==> src/rtl/polyfir_pkg.sv <==
package polyfir_pkg;
  typedef enum logic [2:0] {
    ST_IDLE    = 3'd0,
    ST_RUN_L   = 3'd1,
    ST_DRAIN_L = 3'd2,
    ST_RUN_R   = 3'd3,
    ST_DRAIN_R = 3'd4
  } seq_state_e;
endpackage

==> src/rtl/polyfir_addr.sv <==
module polyfir_addr #(
  parameter int RAM_AW = 8,
  parameter int PH_W   = 26,
  parameter int ROM_AW = 12
) (
  input  logic              clk,
  input  logic              rst_n,
  input  logic              cap_i,
  input  logic              rel_i,
  input  logic              adv_i,
  input  logic [RAM_AW-1:0] ram_ptr_i,
  input  logic [PH_W-1:0]   rom_ptr_i,
  input  logic [PH_W-1:0]   step_i,
  output logic [RAM_AW-1:0] ram_addr_o,
  output logic [ROM_AW-1:0] rom_addr_o,
  output logic              last_o
);
  logic [RAM_AW-1:0] ram_q, ram_d, ram_base_q, ram_base_d;
  logic [PH_W-1:0]   rom_q, rom_d, rom_base_q, rom_base_d, step_q, step_d;
  logic [PH_W:0]     sum_w;

  assign sum_w = {1'b0, rom_q} + {1'b0, step_q};

  always_comb begin
    ram_d      = ram_q;
    rom_d      = rom_q;
    ram_base_d = ram_base_q;
    rom_base_d = rom_base_q;
    step_d     = step_q;
    if (cap_i) begin
      ram_d      = ram_ptr_i;
      rom_d      = rom_ptr_i;
      ram_base_d = ram_ptr_i;
      rom_base_d = rom_ptr_i;
      step_d     = step_i;
    end else if (rel_i) begin
      ram_d = ram_base_q;
      rom_d = rom_base_q;
    end else if (adv_i) begin
      ram_d = ram_q - RAM_AW'(1);
      rom_d = sum_w[PH_W-1:0];
    end
  end

  always_ff @(posedge clk or negedge rst_n) begin
    if (!rst_n) begin
      ram_q      <= '0;
      rom_q      <= '0;
      ram_base_q <= '0;
      rom_base_q <= '0;
      step_q     <= '0;
    end else begin
      ram_q      <= ram_d;
      rom_q      <= rom_d;
      ram_base_q <= ram_base_d;
      rom_base_q <= rom_base_d;
      step_q     <= step_d;
    end
  end

  assign ram_addr_o = ram_q;
  assign rom_addr_o = rom_q[PH_W-1 -: ROM_AW];
  assign last_o     = sum_w[PH_W];

  AST_RAM_DEC: assert property (@(posedge clk) disable iff (!rst_n)
    $past(adv_i) |-> (ram_q == $past(ram_q) - RAM_AW'(1)));
  AST_ROM_ADV: assert property (@(posedge clk) disable iff (!rst_n)
    $past(adv_i) |-> (rom_q == PH_W'($past(rom_q) + step_q)));
endmodule

==> src/rtl/polyfir_mac.sv <==
module polyfir_mac #(
  parameter int DATA_W = 24,
  parameter int COEF_W = 24,
  parameter int ACC_W  = 56
) (
  input  logic              clk,
  input  logic              rst_n,
  input  logic              en_i,
  input  logic              clr_i,
  input  logic [DATA_W-1:0] sample_i,
  input  logic [COEF_W-1:0] coef_i,
  output logic [DATA_W-1:0] res_o
);
  localparam int PW    = DATA_W + COEF_W;
  localparam int SHIFT = COEF_W - 1;
  localparam logic signed [ACC_W-1:0] HALF =
    {{(ACC_W-SHIFT){1'b0}}, 1'b1, {(SHIFT-1){1'b0}}};
  localparam logic signed [ACC_W-1:0] RES_MAX =
    {{(ACC_W-DATA_W+1){1'b0}}, {(DATA_W-1){1'b1}}};
  localparam logic signed [ACC_W-1:0] RES_MIN =
    {{(ACC_W-DATA_W+1){1'b1}}, {(DATA_W-1){1'b0}}};

  logic signed [PW-1:0]    prod_w;
  logic signed [ACC_W-1:0] acc_q, acc_nxt, acc_d, rnd_w, shv_w;

  assign prod_w = $signed(sample_i) * $signed(coef_i);

  always_comb begin
    acc_nxt = en_i ? acc_q + {{(ACC_W-PW){prod_w[PW-1]}}, prod_w} : acc_q;
    acc_d   = clr_i ? '0 : acc_nxt;
    rnd_w   = acc_nxt + HALF;
    shv_w   = rnd_w >>> SHIFT;
    if (shv_w > RES_MAX)      res_o = RES_MAX[DATA_W-1:0];
    else if (shv_w < RES_MIN) res_o = RES_MIN[DATA_W-1:0];
    else                      res_o = shv_w[DATA_W-1:0];
  end

  always_ff @(posedge clk or negedge rst_n) begin
    if (!rst_n) acc_q <= '0;
    else if (en_i || clr_i) acc_q <= acc_d;
  end

  AST_ACC_CLEARED: assert property (@(posedge clk) disable iff (!rst_n)
    (clr_i && !en_i && $past(clr_i)) |-> (acc_q == '0));
endmodule

==> src/rtl/polyfir_ctrl.sv <==
module polyfir_ctrl
  import polyfir_pkg::*;
(
  input  logic clk,
  input  logic rst_n,
  input  logic start_i,
  input  logic last_i,
  output logic cap_o,
  output logic rel_o,
  output logic adv_o,
  output logic rd_o,
  output logic ch_o,
  output logic mac_en_o,
  output logic mac_clr_o,
  output logic cap_l_o,
  output logic cap_r_o,
  output logic busy_o,
  output logic overrun_o
);
  seq_state_e state_q, state_d;
  logic       tap_v_q, ovr_q, ovr_d;

  always_comb begin
    state_d   = state_q;
    cap_o     = 1'b0;
    rel_o     = 1'b0;
    adv_o     = 1'b0;
    rd_o      = 1'b0;
    ch_o      = 1'b0;
    mac_clr_o = 1'b0;
    cap_l_o   = 1'b0;
    cap_r_o   = 1'b0;
    case (state_q)
      ST_IDLE: if (start_i) begin
        cap_o     = 1'b1;
        mac_clr_o = 1'b1;
        state_d   = ST_RUN_L;
      end
      ST_RUN_L: begin
        rd_o  = 1'b1;
        adv_o = 1'b1;
        if (last_i) state_d = ST_DRAIN_L;
      end
      ST_DRAIN_L: begin
        cap_l_o   = 1'b1;
        rel_o     = 1'b1;
        mac_clr_o = 1'b1;
        state_d   = ST_RUN_R;
      end
      ST_RUN_R: begin
        rd_o  = 1'b1;
        adv_o = 1'b1;
        ch_o  = 1'b1;
        if (last_i) state_d = ST_DRAIN_R;
      end
      ST_DRAIN_R: begin
        ch_o      = 1'b1;
        cap_r_o   = 1'b1;
        mac_clr_o = 1'b1;
        state_d   = ST_IDLE;
      end
      default: state_d = ST_IDLE;
    endcase
    ovr_d = ovr_q | (start_i && (state_q != ST_IDLE));
  end

  always_ff @(posedge clk or negedge rst_n) begin
    if (!rst_n) begin
      state_q <= ST_IDLE;
      tap_v_q <= 1'b0;
      ovr_q   <= 1'b0;
    end else begin
      state_q <= state_d;
      tap_v_q <= rd_o;
      ovr_q   <= ovr_d;
    end
  end

  assign mac_en_o  = tap_v_q;
  assign busy_o    = (state_q != ST_IDLE);
  assign overrun_o = ovr_q;

  AST_IDLE_QUIET: assert property (@(posedge clk) disable iff (!rst_n)
    (state_q == ST_IDLE) |-> !rd_o);
  AST_OVR_STICKY: assert property (@(posedge clk) disable iff (!rst_n)
    ovr_q |=> ovr_q);
  AST_LEFT_BEFORE_RIGHT: assert property (@(posedge clk) disable iff (!rst_n)
    $rose(ch_o) |-> ($past(state_q) == ST_DRAIN_L));
endmodule

==> src/rtl/polyfir_seq.sv <==
module polyfir_seq #(
  parameter int DATA_W = 24,
  parameter int COEF_W = 24,
  parameter int ACC_W  = 56,
  parameter int RAM_AW = 8,
  parameter int PH_W   = 26,
  parameter int ROM_AW = 12
) (
  input  logic              clk,
  input  logic              rst_n,
  input  logic              start_i,
  input  logic [RAM_AW-1:0] ram_ptr_i,
  input  logic [PH_W-1:0]   rom_ptr_i,
  input  logic [PH_W-1:0]   rom_step_i,
  output logic              ram_rd_o,
  output logic              ram_ch_o,
  output logic [RAM_AW-1:0] ram_addr_o,
  output logic [ROM_AW-1:0] rom_addr_o,
  input  logic [DATA_W-1:0] ram_data_i,
  input  logic [COEF_W-1:0] coef_i,
  output logic              busy_o,
  output logic [DATA_W-1:0] left_o,
  output logic [DATA_W-1:0] right_o,
  output logic              valid_o,
  output logic              overrun_o
);
  logic [1:0]        rst_sync_q;
  logic              rst_int_n;
  logic              cap_w, rel_w, adv_w, last_w, mac_en_w, mac_clr_w;
  logic              cap_l_w, cap_r_w;
  logic [DATA_W-1:0] res_w, left_q, right_q;
  logic              valid_q, valid_d;

  always_ff @(posedge clk or negedge rst_n) begin
    if (!rst_n) rst_sync_q <= '0;
    else        rst_sync_q <= {rst_sync_q[0], 1'b1};
  end
  assign rst_int_n = rst_sync_q[1];

  polyfir_ctrl u_ctrl (
    .clk       (clk),
    .rst_n     (rst_int_n),
    .start_i   (start_i),
    .last_i    (last_w),
    .cap_o     (cap_w),
    .rel_o     (rel_w),
    .adv_o     (adv_w),
    .rd_o      (ram_rd_o),
    .ch_o      (ram_ch_o),
    .mac_en_o  (mac_en_w),
    .mac_clr_o (mac_clr_w),
    .cap_l_o   (cap_l_w),
    .cap_r_o   (cap_r_w),
    .busy_o    (busy_o),
    .overrun_o (overrun_o)
  );

  polyfir_addr #(.RAM_AW(RAM_AW), .PH_W(PH_W), .ROM_AW(ROM_AW)) u_addr (
    .clk        (clk),
    .rst_n      (rst_int_n),
    .cap_i      (cap_w),
    .rel_i      (rel_w),
    .adv_i      (adv_w),
    .ram_ptr_i  (ram_ptr_i),
    .rom_ptr_i  (rom_ptr_i),
    .step_i     (rom_step_i),
    .ram_addr_o (ram_addr_o),
    .rom_addr_o (rom_addr_o),
    .last_o     (last_w)
  );

  polyfir_mac #(.DATA_W(DATA_W), .COEF_W(COEF_W), .ACC_W(ACC_W)) u_mac (
    .clk      (clk),
    .rst_n    (rst_int_n),
    .en_i     (mac_en_w),
    .clr_i    (mac_clr_w),
    .sample_i (ram_data_i),
    .coef_i   (coef_i),
    .res_o    (res_w)
  );

  assign valid_d = cap_r_w;

  always_ff @(posedge clk or negedge rst_int_n) begin
    if (!rst_int_n) begin
      left_q  <= '0;
      right_q <= '0;
      valid_q <= 1'b0;
    end else begin
      if (cap_l_w) left_q  <= res_w;
      if (cap_r_w) right_q <= res_w;
      valid_q <= valid_d;
    end
  end

  assign left_o  = left_q;
  assign right_o = right_q;
  assign valid_o = valid_q;

  AST_VALID_PULSE: assert property (@(posedge clk) disable iff (!rst_int_n)
    valid_q |=> !valid_q);
  AST_LEFT_HELD: assert property (@(posedge clk) disable iff (!rst_int_n)
    (valid_q && !$past(cap_l_w)) |=> $stable(left_q));
endmodule

==> config.mk <==
export PLATFORM = sky130hd
export DESIGN_NAME = polyfir_seq
export DESIGN_NICKNAME = d
export VERILOG_FILES = /design/src/rtl/polyfir_pkg.sv /design/src/rtl/polyfir_addr.sv /design/src/rtl/polyfir_mac.sv /design/src/rtl/polyfir_ctrl.sv /design/src/rtl/polyfir_seq.sv
export SDC_FILE = /design/constraint.sdc
export NUM_CORES = 2
export LEC_CHECK = 0
export ABC_CLOCK_PERIOD_IN_PS = 11200
export BUFFER_PORTS_ARGS = -buffer_cell sky130_fd_sc_hd__buf_2
export CORE_AREA = 3 3 237 239
export CTS_CLUSTER_DIAMETER = 30
export DETAILED_ROUTE_END_ITERATION = 12
export DIE_AREA = 0 0 240 242
export GPL_TIMING_DRIVEN = 1
export PLACE_DENSITY = 0.95
export SLEW_MARGIN = 20
export SYNTH_ARGS = -nofsm -noshare
export SYNTH_HDL_FRONTEND = slang
export SYNTH_SLANG_ARGS = --single-unit
==> constraint.sdc <==
create_clock -name clk -period 11.2 [get_ports clk]
set_input_delay 1.68 -clock clk [delete_from_list [all_inputs] [get_ports clk]]
set_output_delay 1.68 -clock clk [all_outputs]
set_load 0.02 [all_outputs]
==> qor.yml, run 1 <==
die:
  io_pins: 184
  rows: 85
  start_util_pct: 65.26
  die_w_um: 240
  die_y_um: 242
synthesis:
  synth_area_leader_cell: "fa_1"
  synthAdderAreaFrac_pct: 42.35
  synth_cells: 4032
  async_flop_share_pct: 100.0
  yosysWarnings: 0
  synth.area.mux_share_pct: 0.8588
  yosysTopAreaCellShare_pct: 34.58
  synth_top_family_by_area: "adder cells"
  synth_edf_count: 0
  ys_seq_area_share_pct: 14.62
  synthFlopType: "dfrtp_1"
  avgSynthCellArea_sq_um: 8.744
  synthXorXnorAreaFrac_pct: 3.208
  ys_types: 89
  synth-seq-cells: 206
  synth_fp_nets: 4971
  synth_compound_area_share_pct: 10.96
  synthSimpleGateAreaFrac_pct: 18.73
  synth_area_sq_um: 35260
  synth.area.top_cells: "fa_1, dfrtp_1, ha_1"
place:
  place_ws_ns: -1.530
  placed_area_sq_um: 40030
  io_buffers: 183
  dp_hpwl_mm: 88.96
  gp_congestion: 0.9783
status:
  toolErrorMsg: "[ERROR GRT-0232] Routing congestion too high. Check the congestion heatmap in the GUI."
  haltStage: "global routing (5_1_grt)"
  outcome: "stopped before the end"
global_route:
  grt_max_degree: 74
  track_usage_pct: 66.89
  overflow: 57
timing:
  crit_endpoint: "right_o[20]$_DFFE_PN0P_/D"
  worst-ep-kind: "register data pin"
cts:
  cts_buffer_depth: 3
  clockRootBuffer: "clkbuf_16"
  cts_buffers: 38
  cts_hold_buffers: 0
  cts.sinks: 206
  cts_max_level: 2
## cells in the mapped netlist (all sizes together) (5+ instances only)
library cell	instances
a211oi	20
nor4	7
buf	49
o31a	6
a31oi	30
and4	10
clkbuf	152
and3	14
o22ai	7
nand3b	7
mux2i	28
nor3	53
ha	219
nor2	185
dfrtp	206
o21bai	12
nand4	34
o21a	26
nand2b	33
a22oi	5
xnor2	86
or2	14
a211o	9
inv	641
nor2b	23
or3	17
o21ai	171
a21oi	169
and2	277
o31ai	13
fa	609
xor2	41
a21boi	11
nor3b	6
a21o	43
nand3	36
o211ai	40
nand2	666
a2111oi	7
## repair_timing
| item | in CTS |
|---|---|
| gates resized for setup | 218 |
| setup endpoints to repair | 49 |
| pin swaps | 117 |
| cloned | 5 |
| buffers inserted | 37 |
## routing by layer
metal,GRT overflow,GRT usage [%]
met3,0,55.65
met1,2,67.11
met5,0,34.26
met4,25,60.20
met2,30,81.45
## kinds of logic after synthesis
family                   Yosys count
multiplexers                      30
XOR/XNOR                         127
other                              1
adder cells (fa/ha/maj)          828
flip-flops                       206
buffers and inverters            843
AND/OR/NAND/NOR                 1392
AO/OA/AOI/OAI                    605
## through the flow
| step | hold slack (ns) | instances |
|---|---|---|
| floorplan | 0.3312 | 4032 |
| global placement | 0.3370 | 5193 |
| detailed placement | 0.3395 | 5193 |
| CTS | 0.3783 | 5300 |
==> inputs of run 2 (changes only) <==
CORE_AREA = 3 3 301 303   (was 3 3 237 239)
CTS_CLUSTER_DIAMETER = default   (was 30)
DIE_AREA = 0 0 304 306   (was 0 0 240 242)
PLACE_DENSITY = default   (was 0.95)
PLACE_DENSITY_LB_ADDON = 0.15   (was default)
==> qor.yml, run 2 <==
finish:
  drive_gt1_share_pct: 22.82
  multiInputGateArea_sq_um: 27970
  fillCellCount: 8483
  final_common_cell: "nand2_1"
  final_nets: 5589
  final_cell_mix: "nand2_1, inv_1, fa_1"
  seq_area_sq_um: 5160
  areaGrowthSynthToFinish_pct: 24.39
  regMostFlops: "u_mac.acc_q"
  design_area_sq_um: 43860
  largest_register_ffs: 56
synthesis:
  synth_fp_nets: 4971
  synth_area_sq_um: 35260
  synthTopCellsByCount: "nand2_1, inv_1, fa_1"
  synthXorXnorAreaFrac_pct: 3.208
  async_flop_share_pct: 100.0
  synthAdderAreaFrac_pct: 42.35
  synth.area.mux_share_pct: 0.8588
  synth_top_family_by_area: "adder cells"
  ys_seq_area_share_pct: 14.62
  ys_types: 89
  synth_cells: 4032
  synth_edf_count: 0
  yosysWarnings: 0
  synth_compound_area_share_pct: 10.96
  synthFlopType: "dfrtp_1"
  avgSynthCellArea_sq_um: 8.744
  synthSimpleGateAreaFrac_pct: 18.73
  synth.area.top_cells: "fa_1, dfrtp_1, ha_1"
  synth_area_leader_cell: "fa_1"
  synth-seq-cells: 206
  yosysTopAreaCellShare_pct: 34.58
  yosys.cell_count.top_type: "nand2_1"
cts:
  cts_tree: "yes"
  cts_max_level: 1
  clockRootBuffer: "clkbuf_16"
  cts_hold_buffers: 0
  cts.sinks: 206
  cts_buffers: 25
  clk_pin_slew_ns: 0.06
  worstSkewPairLatency_ns: 0.55
  cts_buffer_depth: 3
setup_path:
  critPathMaxFanout: 13
  crit_arrival_ns: 11.68
  crit_type: "input pin to register"
  critPathLaunchType: "input pin"
  crit_top_cell: "buf_4"
  cp.required_ns: 11.62
  critical-path-slowest-cell: "fa_1"
  timing.rr.end: "right_o[21]$_DFFE_PN0P_"
  rr_worst_depth: 22
  r2r_slack_ns: 6.12
  endpoint_kind: "register"
  reg2reg_from: "u_mac.acc_q[0]$_DFFE_PN0P_"
  max_stage_delay_ns: 0.60
global_route:
  track_usage_pct: 21.50
  grt_pass1_wl_mm: 164.2
  grt_max_degree: 74
  antenna_found_initial: 9
  grt_pass1_vias: 30470
  overflow: 0
place:
  place_ws_ns: -1.415
  gp_congestion: 0.8428
  dp_hpwl_mm: 81.18
  io_buffers: 183
  placed_area_sq_um: 41210
routing:
  firstDrtPassIters: 7
  avgViaCountPerCell: 4.917
  ant_nets: 0
  via_count: 28680
  wl_per_cell_um: 16.72
  drt_iter0_markers: 1331
  drc: 0
  wirelength_mm: 97.53
timing:
  rsz0062_at_grt: "yes"
  worst_pin_slew_ns: 1.022
  max_freq_ghz: 0.08876
  relSlewSlack_pct: 31.88
  finalHoldViolations: 0
  setup_slack_ns: -0.06632
  fin_skew_ns: 0.02565
  min_period_over_period_pct: 100.6
  finalSetupTns_ns: -1.625
  slew_violations: 0
  setup_violations: 42
  fin_crit_ns: 11.27
die:
  core_area_sq_um: 88240
  io_pins: 184
  die_y_um: 306
  start_util_pct: 39.96
  rows: 109
  die_area_sq_um: 93020
  die_w_um: 304
status:
  outcome: "finished, violations left"
  violations: "setup timing"
flow_run:
  max_cap_viol_count: 0
min_path:
  min_path_type: "register to asynchronous set/reset pin"
-- run 2: cell counts after synthesis --
No cell type changed its count.
-- run 2: worst max-delay path by stage --
stage | slack [ns] | start | endpoint | depth (start not counted)
detailed placement | -1.41 | ram_data_i[6] | left_o[20]$_DFFE_PN0P_ | 42
floorplan | 0.000005 | coef_i[6] | left_o[1]$_DFFE_PN0P_ | 43
finish | -0.07 | ram_data_i[13] | right_o[21]$_DFFE_PN0P_ | 45
CTS | -0.07 | coef_i[0] | left_o[14]$_DFFE_PN0P_ | 42
global placement | -1.28 | coef_i[7] | left_o[17]$_DFFE_PN0P_ | 43
global route | -0.54 | coef_i[6] | left_o[7]$_DFFE_PN0P_ | 46
-- run 2: worst max-delay path, delay by kind of cell --
family                     cells  cell delay (ns)
AOI/OAI and AO/OA             14             2.40
adders and majority gates      9             4.15
buffers and inverters         12             1.54
and+or+nand+nor               10             1.89
-- run 2: through the flow --
step / hold slack [ns] / instances / utilization, %
3_5_place_dp: 0.3427 / 5727 / 46.70
4_1_cts: 0.3509 / 5815 / 49.02
5_1_grt: 0.3632 / 5832 / 49.70
2_1_floorplan: 0.3312 / 4032 / -
6_report: 0.3248 / 5833 / 49.70
3_3_place_gp: 0.3380 / 5727 / 46.70
-- run 2: metal layers --
metal | GRT usage [%] | share of wire (%)
met2 | 34.40 | 45
met5 | 0 | 0.11
met4 | 3.678 | 1.8
met1 | 31.84 | 48
met3 | 2.528 | 4.5
-- run 2: cell type report --
type	count	area share [%]
multi-input cells	2984	63.78
repair buffers	791	13.75
flip-flops and latches	206	11.77
inverters	642	5.495
well taps	1165	3.324
clock buffers	33	1.609
clock inverters	11	0.2796
diodes	1	0.005706
-- run 2: what timing repair did --
item	4_1_cts	5_1_grt
pin swaps	131	51
gates resized for setup	208	101
buffers inserted	43	16
setup endpoints to repair	48	49
gates cloned	1	1
-- run 2: logic make-up (layout without fill, tap and decap cells) --
group | count (synthesis) | in the layout
simple gates | 1392 | 1392
fa+ha+maj | 828 | 828
xor+xnor | 127 | 127
mux | 30 | 30
compound gates | 605 | 606
flops | 206 | 206
buf+inv | 843 | 1477
other cells | 1 | 2
Power of run 2 is left out: the tool's default activity adds up to more than one toggle a clock period on the data nets, which glitch-free logic cannot reach.
